[src/rtl/cos_irq_ctrl.sv]
module cos_irq_ctrl #(
  parameter int NUM_COND = 6
) (
  input  logic                  clk,
  input  logic                  rst_n,
  input  logic [NUM_COND-1:0]   cond_i,
  input  logic                  ovf_evt_i,
  input  logic                  unf_evt_i,
  input  logic                  reg_addr,
  input  logic                  reg_wr,
  input  logic [NUM_COND+1:0]   reg_wdata,
  output logic [NUM_COND+1:0]   reg_rdata,
  output logic                  irq_pull_low
);

  localparam int NCAUSE = NUM_COND + 2;
  localparam int OVF_BIT = NUM_COND;
  localparam int UNF_BIT = NUM_COND + 1;

  logic [NUM_COND-1:0] ref_q;
  logic [NCAUSE-1:0]   mask_q;
  logic [NCAUSE-1:0]   pend_q;

  wire               ctl_wr  = reg_wr && reg_addr;
  wire [NCAUSE-1:0]  clr_vec = ctl_wr ? reg_wdata : '0;
  wire [NCAUSE-1:0]  raw     = {unf_evt_i, ovf_evt_i, cond_i ^ ref_q};
  wire [NCAUSE-1:0]  hit     = raw & ~mask_q;

  always_ff @(posedge clk) begin
    ref_q <= cond_i;
    if (!rst_n) begin
      mask_q <= '0;
      pend_q <= '0;
    end else begin
      if (ctl_wr) mask_q <= reg_wdata;
      pend_q <= (pend_q | hit) & ~clr_vec;
    end
  end

  assign irq_pull_low = |pend_q;
  assign reg_rdata    = reg_addr ? mask_q
                                 : {pend_q[UNF_BIT], pend_q[OVF_BIT], cond_i};

  // a cleared bit is never pending right after the write
  assert_clear_wins_R9: assert property (@(posedge clk) disable iff (!rst_n)
    ctl_wr |=> (pend_q & $past(reg_wdata)) == '0);

  // causes masked in the previous cycle cannot become pending
  assert_masked_quiet_R5: assert property (@(posedge clk) disable iff (!rst_n)
    1'b1 |=> (pend_q & $past(mask_q)) == '0);

  // pending flags only drop through a host clear
  assert_sticky_R4: assert property (@(posedge clk) disable iff (!rst_n)
    1'b1 |=> ($past(pend_q) & ~$past(clr_vec) & ~pend_q) == '0);

  // interrupt only rises after some cause activity
  assert_irq_cause_R3: assert property (@(posedge clk) disable iff (!rst_n)
    $rose(irq_pull_low) |-> $past(|raw));

  // interrupt released right after reset
  assert_reset_quiet_R8: assert property (@(posedge clk)
    $past(!rst_n) |-> !irq_pull_low);

endmodule

[config.mk]
export PLATFORM = sky130hd
export DESIGN_NAME = cos_irq_ctrl
export DESIGN_NICKNAME = d
export VERILOG_FILES = /design/src/rtl/cos_irq_ctrl.sv
export SDC_FILE = /design/constraint.sdc
export NUM_CORES = 1
export LEC_CHECK = 0
export BUFFER_PORTS_ARGS = -buffer_cell sky130_fd_sc_hd__buf_4
export CELL_PAD_IN_SITES_DETAIL_PLACEMENT = 1
export CELL_PAD_IN_SITES_GLOBAL_PLACEMENT = 1
export CORE_MARGIN = 4
export CORE_UTILIZATION = 40
export DETAILED_ROUTE_END_ITERATION = 8
export GPL_TIMING_DRIVEN = 0
export HOLD_SLACK_MARGIN = 0.1
export PLACE_DENSITY = 0.89
export SYNTH_ARGS = -nofsm -noshare
export SYNTH_HDL_FRONTEND = slang
export SYNTH_SLANG_ARGS = --single-unit
[constraint.sdc]
create_clock -name clk -period 1.8 [get_ports clk]
set_clock_uncertainty 0.2 [all_clocks]
set_input_delay 0.27 -clock clk [delete_from_list [all_inputs] [get_ports clk]]
set_output_delay 0.27 -clock clk [all_outputs]
set_load 0.05 [all_outputs]
==> metrics <==
outcome=finished, final reports clean; nets in the synthesized netlist=110; commonest cells after routing, fill and taps aside=buf_4, dfxtp_1, dlygate4sd3_1; maximum capacitance violations=0; first-pass GRT wire length=4470 µm; most common cell after layout, fill and taps aside=buf_4; Starting DRT DRC Count=11; clock sink count=22; clock group share of total power=21.2%; CTS Buf Count=3; horizontal extent of the die=57.8 µm; endpoint class of the critical path=output port; total detailed-routing wirelength=2500 µm; via count of the first global-routing pass=908; Clock Tree Buf Depth=2; synthesis-to-finish area growth=40.0%; number of nets with antenna violations after detailed routing=0; max-slew headroom at the worst pin=82.0%; CP max stage delay=370 ps; number of nets in the finished design=153; total routing resource utilization after global routing=17.0%; clock insertion delay at the later pin of the skew report=290 ps; Fill cells=266; critical path's top delay family=simple AND/OR/NAND/NOR gates; final critical-path required period=1720 ps; via count=836; number of levels the H-tree was split into=1; Psw=0.000306 W; Die ar.=3340 µm²; ordered cell list for the critical path=nor4_2, nand2_1, buf_6; Synth Instances=90; post-route setup TNS=0 ps; share of the cycle needed by the critical path after routing=95.4%; core box area=2280 µm²; number of warnings issued by yosys=0; CP bufs+invs=1; Pleak=0.604 nW; RSZ-0062 raised after global routing=false; Top-Level Pins=29; synth unique cells=19; routability-driven placement congestion ratio=0.742; ratio of cells with drive above 1 in the final layout=41.2%; Overflow after GRT=0; part of the Yosys area used for sequential elements=44.4%; power per unit of standard cell area=746 nW/µm²; number of detailed-routing iterations run before antenna repair=4; number of buffer cells added on primary ports=27; Power Internal=0.000729 W; Critical Path Start Type=flip-flop; clock tree from TritonCTS=built; detailed-placement wirelength estimate=1750 µm; detailed-route vias per instance=5.26; final core occ=61.0%; Worst-Margin Slew=267 ps; worst min-delay path class=in2reg; final standard cell count with taps included and fillers excluded=159; # diodes=0; vertical extent of the die=57.8 µm; number of slew-limit violations in the final report=0; initial core utilization=43.6%; number of remaining DRC errors=0; largest fanout on the critical path=3; switching fraction of total power=29.6%; signal arrival time at the worst endpoint=1250 ps; Mean Syn Cell Area=11.0 µm²; instance count after placement with tap cells included=145; post-synth design cell area=992 µm²; Yosys reg bits=22; cell at the root of the clock tree=clkbuf_4; pin count of the biggest net entering global routing=12; sequential group share of total power=53.1%; Setup Crit Path Kind=reg2out; Data required, critical path=1330 ps; endpoints failing hold=0; setup violation total in the final timing report=0; slowest library cell on the worst path=dfxtp_1; number of standard-cell rows in the floorplan=17; buffers inserted during post-CTS setup optimization=0; antenna violations before repair=0; wire length per cell=15.7 µm; clock transition time at the flip-flop clock pins of the worst setup and hold paths=120 ps; highest clock rate=583 MHz; logic gate share of total power=25.7%; maximum vdd ir drop=491 µV
layout make-up:
class	count	area [µm²]	area share (%)
clock buffers	3	22.5	1.62
inverters	7	26.3	1.89
plain buffers	4	26.3	1.89
repair buffers	38	317	22.8
well taps	28	35.0	2.52
multi-input cells	57	520	37.5
flip-flops and latches	22	442	31.8
worst reg2reg max path, stage by stage (launching register included):
cell and delay [ps]:
dfxtp_1 330, xnor2_1 150, a2111oi_4 340
power groups by stage:
stage               logic [W]  clock network, W  registers [W]
finish               0.000266          0.000219       0.000550
global route         0.000287          0.000249       0.000555
CTS                  0.000261          0.000227       0.000543
detailed placement   0.000241                 0       0.000554
global placement     0.000234                 0       0.000551
floorplan            0.000163                 0       0.000546
logic make-up after synthesis:
family	synth area share [%]
AOI/OAI and AO/OA	24.5
xor gates and xnor gates	5.30
buffers and inverters	5.30
DFF	44.4
muxes	9.08
and+or+nand+nor	11.5
layer usage:
metal	GRT usage (%)	routed length (µm)	up-vias
met3	4.23	195	6
met1	20.9	977	394
met2	29.7	1310	31
met5	0	0	-
met4	4.30	21	0
li1	-	-	405
final timing paths:
check	startpoint	endpoint	slack, ps	depth (start not counted)
worst max-delay path	pend_q[6]	irq_pull_low	80	3
worst min-delay path	cond_i[0]	pend_q[0]	110	3
worst max register to register	ref_q[2]	pend_q[2]	690	2
worst min register to register	pend_q[5]	pend_q[5]	320	2
cell usage after synthesis:
| cell | count | area (µm²) |
|---|---|---|
| a2111oi_2 | 5 | 75.1 |
| a2111oi_4 | 1 | 27.5 |
| a21bo_2 | 2 | 20.0 |
| a21boi_0 | 6 | 45.0 |
| a21oi_1 | 2 | 10.0 |
| and3_1 | 6 | 37.5 |
| buf_2 | 3 | 15.0 |
| buf_6 | 1 | 11.3 |
| dfxtp_1 | 22 | 440 |
| inv_1 | 6 | 22.5 |
| inv_2 | 1 | 3.75 |
| mux2_2 | 8 | 90.1 |
| nand2_1 | 1 | 3.75 |
| nand3_1 | 2 | 10.0 |
| nor2b_1 | 8 | 50.1 |
| nor4_1 | 2 | 12.5 |
| o211a_1 | 2 | 20.0 |
| o21a_1 | 6 | 45.0 |
| xnor2_1 | 6 | 52.6 |
state kept, by name, indices dropped and copies added (netlist names):
name	count
mask_q	8
pend_q	8
ref_q	6
repair_timing:
| action | 4_1_cts | 5_1_grt |
|---|---|---|
| resized for setup | 0 | 5 |
| setup endpoints to repair | 0 | 1 |
| endpoints found under the hold margin | 18 | 0 |
| hold buffers | 11 | 0 |
through the flow:
step           setup slack (ps)  area [µm²]  power [W]  hold WS (ps)
2_1_floorplan               450         992   0.000710          97.7
4_1_cts                    54.3        1360    0.00103           104
3_5_place_dp                248        1230   0.000795           199
6_report                   83.3        1390    0.00104           106
5_1_grt                    6.91        1390    0.00109           113
3_3_place_gp                272        1230   0.000786           196
Note: power is estimated with default switching activity, not from simulation.
